**src/rtl/xbus_pkg.sv**
```systemverilog
package xbus_pkg;

    typedef enum logic [2:0] {
        ST_IDLE  = 3'd0,
        ST_BASE  = 3'd1,
        ST_SWAIT = 3'd2,
        ST_XWAIT = 3'd3,
        ST_HOLD  = 3'd4
    } xbus_st_e;

    localparam int NUM_SPACES = 3;

    // Space code to index: 0 program, 1 data, 2 and 3 I/O
    function automatic logic [1:0] space_idx(input logic [1:0] code);
        return code[1] ? 2'd2 : {1'b0, code[0]};
    endfunction

endpackage

```
**src/rtl/xbus_wscfg.sv**
```systemverilog
module xbus_wscfg
    import xbus_pkg::*;
#(
    parameter int WSW    = 3,
    parameter int WS_RST = 7
) (
    input  logic           clk,
    input  logic           rst_n,
    input  logic           cfg_we,
    input  logic [1:0]     cfg_space,
    input  logic [WSW-1:0] cfg_ws,
    input  logic [1:0]     lk_space,
    output logic [WSW-1:0] lk_ws
);
    logic [WSW-1:0] ws_d [NUM_SPACES];
    logic [WSW-1:0] ws_q [NUM_SPACES];

    for (genvar g = 0; g < NUM_SPACES; g++) begin : g_space
        always_comb begin
            ws_d[g] = ws_q[g];
            if (cfg_we && (space_idx(cfg_space) == 2'(g)))
                ws_d[g] = cfg_ws;
        end

        always_ff @(posedge clk or negedge rst_n) begin
            if (!rst_n) ws_q[g] <= WSW'(WS_RST);
            else        ws_q[g] <= ws_d[g];
        end
    end

    always_comb begin
        case (space_idx(lk_space))
            2'd0:    lk_ws = ws_q[0];
            2'd1:    lk_ws = ws_q[1];
            default: lk_ws = ws_q[2];
        endcase
    end

endmodule

```
**src/rtl/xbus_seq.sv**
```systemverilog
module xbus_seq
    import xbus_pkg::*;
#(
    parameter int AW  = 16,
    parameter int DW  = 16,
    parameter int WSW = 3
) (
    input  logic           clk,
    input  logic           rst_n,
    input  logic           req_valid,
    input  logic [1:0]     req_space,
    input  logic           req_write,
    input  logic [AW-1:0]  req_addr,
    input  logic [DW-1:0]  req_wdata,
    input  logic [WSW-1:0] req_ws,
    input  logic           ext_ready,
    input  logic           hold_req,
    input  logic [DW-1:0]  ext_din,
    output logic           act_o,
    output logic [1:0]     sp_o,
    output logic           wr_o,
    output logic [AW-1:0]  addr_o,
    output logic [DW-1:0]  wdata_o,
    output logic           last_ws_o,
    output logic           hold_o,
    output logic           done_o,
    output logic [DW-1:0]  rdata_o
);
    localparam logic [WSW-1:0] RDY_MIN = WSW'(2);
    localparam logic [WSW-1:0] ONE     = WSW'(1);

    typedef struct packed {
        xbus_st_e       st;
        logic [WSW-1:0] cnt;
        logic           rdy_en;
        logic [1:0]     sp;
        logic           wr;
        logic [AW-1:0]  addr;
        logic [DW-1:0]  wdata;
        logic           done;
        logic [DW-1:0]  rdata;
    } seq_s;

    seq_s seq_d, seq_q;
    logic fin;

    always_comb begin
        seq_d      = seq_q;
        seq_d.done = 1'b0;
        fin        = 1'b0;
        case (seq_q.st)
            ST_IDLE: begin
                if (hold_req) begin
                    seq_d.st = ST_HOLD;
                end else if (req_valid) begin
                    seq_d.st     = ST_BASE;
                    seq_d.cnt    = req_ws;
                    seq_d.rdy_en = (req_ws >= RDY_MIN);
                    seq_d.sp     = space_idx(req_space);
                    seq_d.wr     = req_write;
                    seq_d.addr   = req_addr;
                    seq_d.wdata  = req_wdata;
                end
            end
            ST_BASE: begin
                if (seq_q.cnt == '0) fin = 1'b1;
                else                 seq_d.st = ST_SWAIT;
            end
            ST_SWAIT: begin
                if (seq_q.cnt == ONE) begin
                    if (seq_q.rdy_en && !ext_ready) seq_d.st = ST_XWAIT;
                    else                            fin = 1'b1;
                end else begin
                    seq_d.cnt = seq_q.cnt - ONE;
                end
            end
            ST_XWAIT: begin
                if (ext_ready) fin = 1'b1;
            end
            ST_HOLD: begin
                if (!hold_req) seq_d.st = ST_IDLE;
            end
            default: seq_d.st = ST_IDLE;
        endcase
        if (fin) begin
            seq_d.st   = ST_IDLE;
            seq_d.done = 1'b1;
            if (!seq_q.wr) seq_d.rdata = ext_din;
        end
    end

    always_ff @(posedge clk or negedge rst_n) begin
        if (!rst_n) begin
            seq_q    <= '0;
            seq_q.st <= ST_IDLE;
        end else begin
            seq_q <= seq_d;
        end
    end

    assign act_o     = (seq_q.st == ST_BASE) || (seq_q.st == ST_SWAIT) ||
                       (seq_q.st == ST_XWAIT);
    assign sp_o      = seq_q.sp;
    assign wr_o      = seq_q.wr;
    assign addr_o    = seq_q.addr;
    assign wdata_o   = seq_q.wdata;
    assign last_ws_o = (seq_q.st == ST_SWAIT) && (seq_q.cnt == ONE) && seq_q.rdy_en;
    assign hold_o    = (seq_q.st == ST_HOLD);
    assign done_o    = seq_q.done;
    assign rdata_o   = seq_q.rdata;

    // External stretching only reachable when ready detection is enabled
    assert_xwait_gated_R7: assert property (@(posedge clk) disable iff (!rst_n)
        (seq_q.st == ST_XWAIT) |-> seq_q.rdy_en);

    // Hold entered only from idle
    assert_hold_from_idle_R9: assert property (@(posedge clk) disable iff (!rst_n)
        ((seq_q.st == ST_HOLD) && ($past(seq_q.st) != ST_HOLD)) |-> ($past(seq_q.st) == ST_IDLE));

    // Completion pulse follows a bus cycle
    assert_done_after_bus_R4: assert property (@(posedge clk) disable iff (!rst_n)
        seq_q.done |-> $past(act_o));

endmodule

```
**src/rtl/xbus_wait_ctrl.sv**
```systemverilog
module xbus_wait_ctrl #(
    parameter int AW     = 16,
    parameter int DW     = 16,
    parameter int WSW    = 3,
    parameter int WS_RST = 7
) (
    input  logic           clk,
    input  logic           rst_n,
    input  logic           req_valid,
    input  logic [1:0]     req_space,
    input  logic           req_write,
    input  logic [AW-1:0]  req_addr,
    input  logic [DW-1:0]  req_wdata,
    output logic           done,
    output logic [DW-1:0]  rdata,
    input  logic           cfg_we,
    input  logic [1:0]     cfg_space,
    input  logic [WSW-1:0] cfg_ws,
    output logic           sel_prog_n,
    output logic           sel_data_n,
    output logic           sel_io_n,
    output logic           mem_stb_n,
    output logic           io_stb_n,
    output logic           rw_n,
    output logic [AW-1:0]  ext_addr,
    output logic [DW-1:0]  ext_dout,
    input  logic [DW-1:0]  ext_din,
    output logic           data_oe,
    input  logic           ext_ready,
    output logic           ws_last_n,
    input  logic           hold_req,
    output logic           hold_ack_n,
    input  logic           out_en_n,
    output logic           bus_oe,
    output logic           misc_oe
);
    logic [WSW-1:0] lk_ws;
    logic           act, wr, last_ws, hold;
    logic [1:0]     sp;

    xbus_wscfg #(.WSW(WSW), .WS_RST(WS_RST)) u_cfg (
        .clk       (clk),
        .rst_n     (rst_n),
        .cfg_we    (cfg_we),
        .cfg_space (cfg_space),
        .cfg_ws    (cfg_ws),
        .lk_space  (req_space),
        .lk_ws     (lk_ws)
    );

    xbus_seq #(.AW(AW), .DW(DW), .WSW(WSW)) u_seq (
        .clk       (clk),
        .rst_n     (rst_n),
        .req_valid (req_valid),
        .req_space (req_space),
        .req_write (req_write),
        .req_addr  (req_addr),
        .req_wdata (req_wdata),
        .req_ws    (lk_ws),
        .ext_ready (ext_ready),
        .hold_req  (hold_req),
        .ext_din   (ext_din),
        .act_o     (act),
        .sp_o      (sp),
        .wr_o      (wr),
        .addr_o    (ext_addr),
        .wdata_o   (ext_dout),
        .last_ws_o (last_ws),
        .hold_o    (hold),
        .done_o    (done),
        .rdata_o   (rdata)
    );

    assign sel_prog_n = !(act && (sp == 2'd0));
    assign sel_data_n = !(act && (sp == 2'd1));
    assign sel_io_n   = !(act && (sp == 2'd2));
    assign mem_stb_n  = !(act && (sp != 2'd2));
    assign io_stb_n   = !(act && (sp == 2'd2));
    assign rw_n       = !(act && wr);
    assign ws_last_n  = !last_ws;
    assign hold_ack_n = !hold;
    assign bus_oe     = out_en_n && !hold;
    assign data_oe    = bus_oe && act && wr;
    assign misc_oe    = out_en_n;

    assert_one_sel_R1: assert property (@(posedge clk) disable iff (!rst_n)
        $countones({~sel_prog_n, ~sel_data_n, ~sel_io_n}) <= 1);

    assert_stb_excl_R2: assert property (@(posedge clk) disable iff (!rst_n)
        !(!mem_stb_n && !io_stb_n));

    assert_write_in_access_R3: assert property (@(posedge clk) disable iff (!rst_n)
        !rw_n |-> (!mem_stb_n || !io_stb_n));

    assert_wslast_in_access_R8: assert property (@(posedge clk) disable iff (!rst_n)
        !ws_last_n |-> (!mem_stb_n || !io_stb_n));

    assert_hold_releases_R9: assert property (@(posedge clk) disable iff (!rst_n)
        !hold_ack_n |-> (!bus_oe && mem_stb_n && io_stb_n));

endmodule

```
**config.mk**
```make
export PLATFORM = sky130hd
export DESIGN_NAME = xbus_wait_ctrl
export DESIGN_NICKNAME = d
export VERILOG_FILES = /design/src/rtl/xbus_pkg.sv /design/src/rtl/xbus_wscfg.sv /design/src/rtl/xbus_seq.sv /design/src/rtl/xbus_wait_ctrl.sv
export SDC_FILE = /design/constraint.sdc
export NUM_CORES = 1
export LEC_CHECK = 0
export ABC_AREA = 1
export BUFFER_PORTS_ARGS = -buffer_cell sky130_fd_sc_hd__buf_2
export CORE_ASPECT_RATIO = 1.25
export CORE_MARGIN = 5
export CORE_UTILIZATION = 50
export DETAILED_ROUTE_END_ITERATION = 8
export GPL_TIMING_DRIVEN = 0
export PLACE_DENSITY = 0.8
export RECOVER_POWER = 25
export SLEW_MARGIN = 20
export SYNTH_ARGS = -nofsm -noshare
export SYNTH_HDL_FRONTEND = slang
export SYNTH_SLANG_ARGS = --single-unit
```
**constraint.sdc**
```tcl
create_clock -name clk -period 1.6 [get_ports clk]
set_input_delay 0.16 -clock clk [delete_from_list [all_inputs] [get_ports clk]]
set_output_delay 0.16 -clock clk [all_outputs]
set_load 0.05 [all_outputs]
```
==> flow_metrics.env <==
export IMPL_rsz0062_at_grt="true"
export IMPL_violations="negative setup slack"
export IMPL_cts_buffer_depth=2
export IMPL_start_kind="register"
export IMPL_clock_sinks=68
export IMPL_die_area_um2=8810
export IMPL_h_tree_depth=3
export IMPL_drt_iter0_markers=109
export IMPL_final_common_cell="nand2_1"
export IMPL_yosysWarnings=0
export IMPL_crit_required_ps=1830
export IMPL_dieHeight_um=104
export IMPL_syn_nets=473
export IMPL_clockRootBuffer="clkbuf_8"
export IMPL_finalCritPeriodShare_pct=101
export IMPL_grt_overflow=0
export IMPL_routedWlPerCell_um=12.3
export IMPL_rr_startpoint="u_seq.seq_q[53]$_DFFE_PN0P_"
export IMPL_vdd_ir_drop_max_mv=1.59
export IMPL_grt_pass1_vias=2938
export IMPL_yosysSeqAreaShare_pct=48.8
export IMPL_routed_wl_um=8060
export IMPL_fill_cells=559
export IMPL_fin_crit_ps=1610
export IMPL_hpwl_um=5750
export IMPL_io_pins=123
export IMPL_slew_viol_final=0
export IMPL_max_cap_violations=0
export IMPL_via_per_inst=4.61
export IMPL_synth_distinct_cells=31
export IMPL_synth_cells=407
export IMPL_multiInputGateArea_um2=1380
export IMPL_firstDrtPassIters=4
export IMPL_dieWidth_um=84.9
export IMPL_leakage_nw=2.69
export IMPL_maxSlewHeadroom_pct=37.6
export IMPL_reg2reg_to="u_seq.rdata_o[7]$_DFFE_PN0P_"
export IMPL_placed_cells=620
export IMPL_status="finished with violations"
export IMPL_layout_common_cells="nand2_1 (145), buf_2 (114), buf_4 (67)"
export IMPL_cp_end_kind="register"
export IMPL_critPathLaunch="u_seq.seq_q[53]$_DFFE_PN0P_"
export IMPL_via_count=3014
export IMPL_area_growth_syn_to_layout_pct=38.2
export IMPL_hold_viol=0
export IMPL_drc=0
export IMPL_holdPathEnd="u_seq.addr_o[7]$_DFFE_PN0P_"
export IMPL_ant_nets=0
export IMPL_syn_cell_area_um2=3510
export IMPL_skew_ps=9.19
export IMPL_grt_max_degree=55
export IMPL_worstPathMaxFanout=8
export IMPL_whs_path_depth=3
export IMPL_hold_path_class="in -> reg"
export IMPL_clk_latency_ps=330
export IMPL_io_buffers=122
export IMPL_nNetsFinal=625
export IMPL_instances_no_fill=654
export IMPL_numCtsBuffers=9
export IMPL_fmax_mhz=622
export IMPL_gp_congestion=0.785
export IMPL_rr_worst_depth=12
export IMPL_rrSetupSlack_ps=-9
export IMPL_antennaDiodeCount=0
export IMPL_start_util_pct=50.9
export IMPL_total_power_mw=11.4
export IMPL_path_clk_slew_ps=80
export IMPL_synth_area_per_cell_um2=8.62
export IMPL_grt_total_usage_pct=17.4
export IMPL_antenna_found_initial=1
export IMPL_seq_area_um2=1720
export IMPL_cts_tree="built"
export IMPL_grt_pass1_wl_um=12700
export IMPL_setup_slack_ps=-8.94
export IMPL_synth_seq_cells=68
export IMPL_worstSetupPathType="reg -> reg"
export IMPL_hp_start="req_addr[7]"
export IMPL_core_region_area_um2=6890
export IMPL_finalSetupViolations=3
export IMPL_worst_pin_slew_ps=936
export IMPL_drive_gt1_share_pct=49.6
export IMPL_rows=34
export IMPL_powerDensity_nw_per_um2=2340
export IMPL_cp_arrival_ps=1830
==> worst max-delay path by stage <==
stage	end	slack, ps	cells after the start
after floorplan	sel_io_n	-70	4
after CTS	u_seq.wdata_o[9]$_DFFE_PN0P_	-30	8
final	u_seq.rdata_o[7]$_DFFE_PN0P_	-9	12
after global placement	u_seq.wdata_o[0]$_DFFE_PN0P_	-20	7
after global routing	u_seq.rdata_o[7]$_DFFE_PN0P_	-90	12
after detailed placement	u_seq.wdata_o[6]$_DFFE_PN0P_	-40	7
==> where the power goes <==
part,leakage (nW),switching (mW),internal [mW],total (mW)
combinational,1.74,4.32,2.33,6.65
sequential,0.829,0.519,2.47,2.99
clock,0.122,0.647,1.08,1.72
total,2.69,5.48,5.88,11.4
==> flip-flops by register name (all words and copies together), names as in the netlist <==
signal,cells
u_seq.addr_o,16
u_seq.wdata_o,16
u_seq.rdata_o,16
u_cfg.ws_q,9
u_seq.seq_q,7
u_seq.wr_o,1
u_seq.done_o,1
u_seq.sp_o,2
==> per-layer routing <==
metal | vias to the layer above | track usage [%] | part of all wire [%]
met2 | 96 | 30.0 | 50
li1 | 1513 | - | -
met1 | 1388 | 20.4 | 41
met5 | - | 0 | 0.14
met4 | 2 | 7.47 | 2.1
met3 | 15 | 4.29 | 7.0
==> area by class of cell <==
class	instances	area share, %
Inverter	25	2.09
Sequential cell	68	35.4
Timing Repair Buffer	142	17.4
Buffer	59	9.31
Clock buffer	10	2.84
Tap cell	90	2.32
Multi-Input combinational cell	254	28.4
Clock inverter	6	2.30
==> cells in the mapped netlist (all sizes together) <==
library cell / count / area share [%]
clkinv: 1 / 0.11
nor3: 1 / 0.29
xor2: 1 / 0.25
dfstp: 9 / 6.7
a21oi: 3 / 0.53
nor2: 18 / 3.1
clkbuf: 5 / 0.53
nand3b: 1 / 0.21
dfrtp: 59 / 42
or2: 3 / 0.53
nand3: 28 / 4.0
a31oi: 1 / 0.18
o21ai: 21 / 3.0
nand4: 1 / 0.18
nand2: 173 / 22
ha: 3 / 1.1
inv: 24 / 2.8
buf: 55 / 12
==> what timing repair did <==
item | in CTS | in global routing
gates cloned | 0 | 1
gates resized for setup | 25 | 28
pin swaps | 4 | 16
hold buffers | 1 | 0
buffers inserted | 8 | 9
setup endpoints to repair | 47 | 53
hold endpoints to repair | 65 | 0
==> critical path: stages, from the launching register on <==
cell	delay, ps
dfrtp_1	430
inv_2	100
ha_4	120
inv_2	40
nor2_4	110
nand3_2	120
nand2_4	100
nor2_8	50
inv_8	80
nand2_8	80
clkbuf_16	190
nand2_4	50
nand2_2	40
==> logic make-up (layout without fill, tap and decap cells) <==
kind of cell    Yosys count  count (layout)  synth area share [%]
xor+xnor                  1               1                 0.250
flops                    68              68                  48.8
buf+inv                  85             242                  15.4
simple gates            225             225                  30.8
compound gates           25              25                  3.71
fa+ha+maj                 3               3                  1.07
==> per-stage QoR <==
stage                     area [µm²]  setup slack [ps]  setup TNS (ps)  hold slack, ps  util, %
after CTS                       4650             -35.0            -663           0.848     67.5
final                           4850             -8.94           -22.9            17.6     70.4
after floorplan                 3520             -66.6            -154            -136        -
after global routing            4850             -90.1           -1170            6.53     70.4
after detailed placement        4270             -40.1            -694            38.3     62.0
after global placement          4240             -18.3            -241             352     61.5
Power figures use the tool's default switching activity.
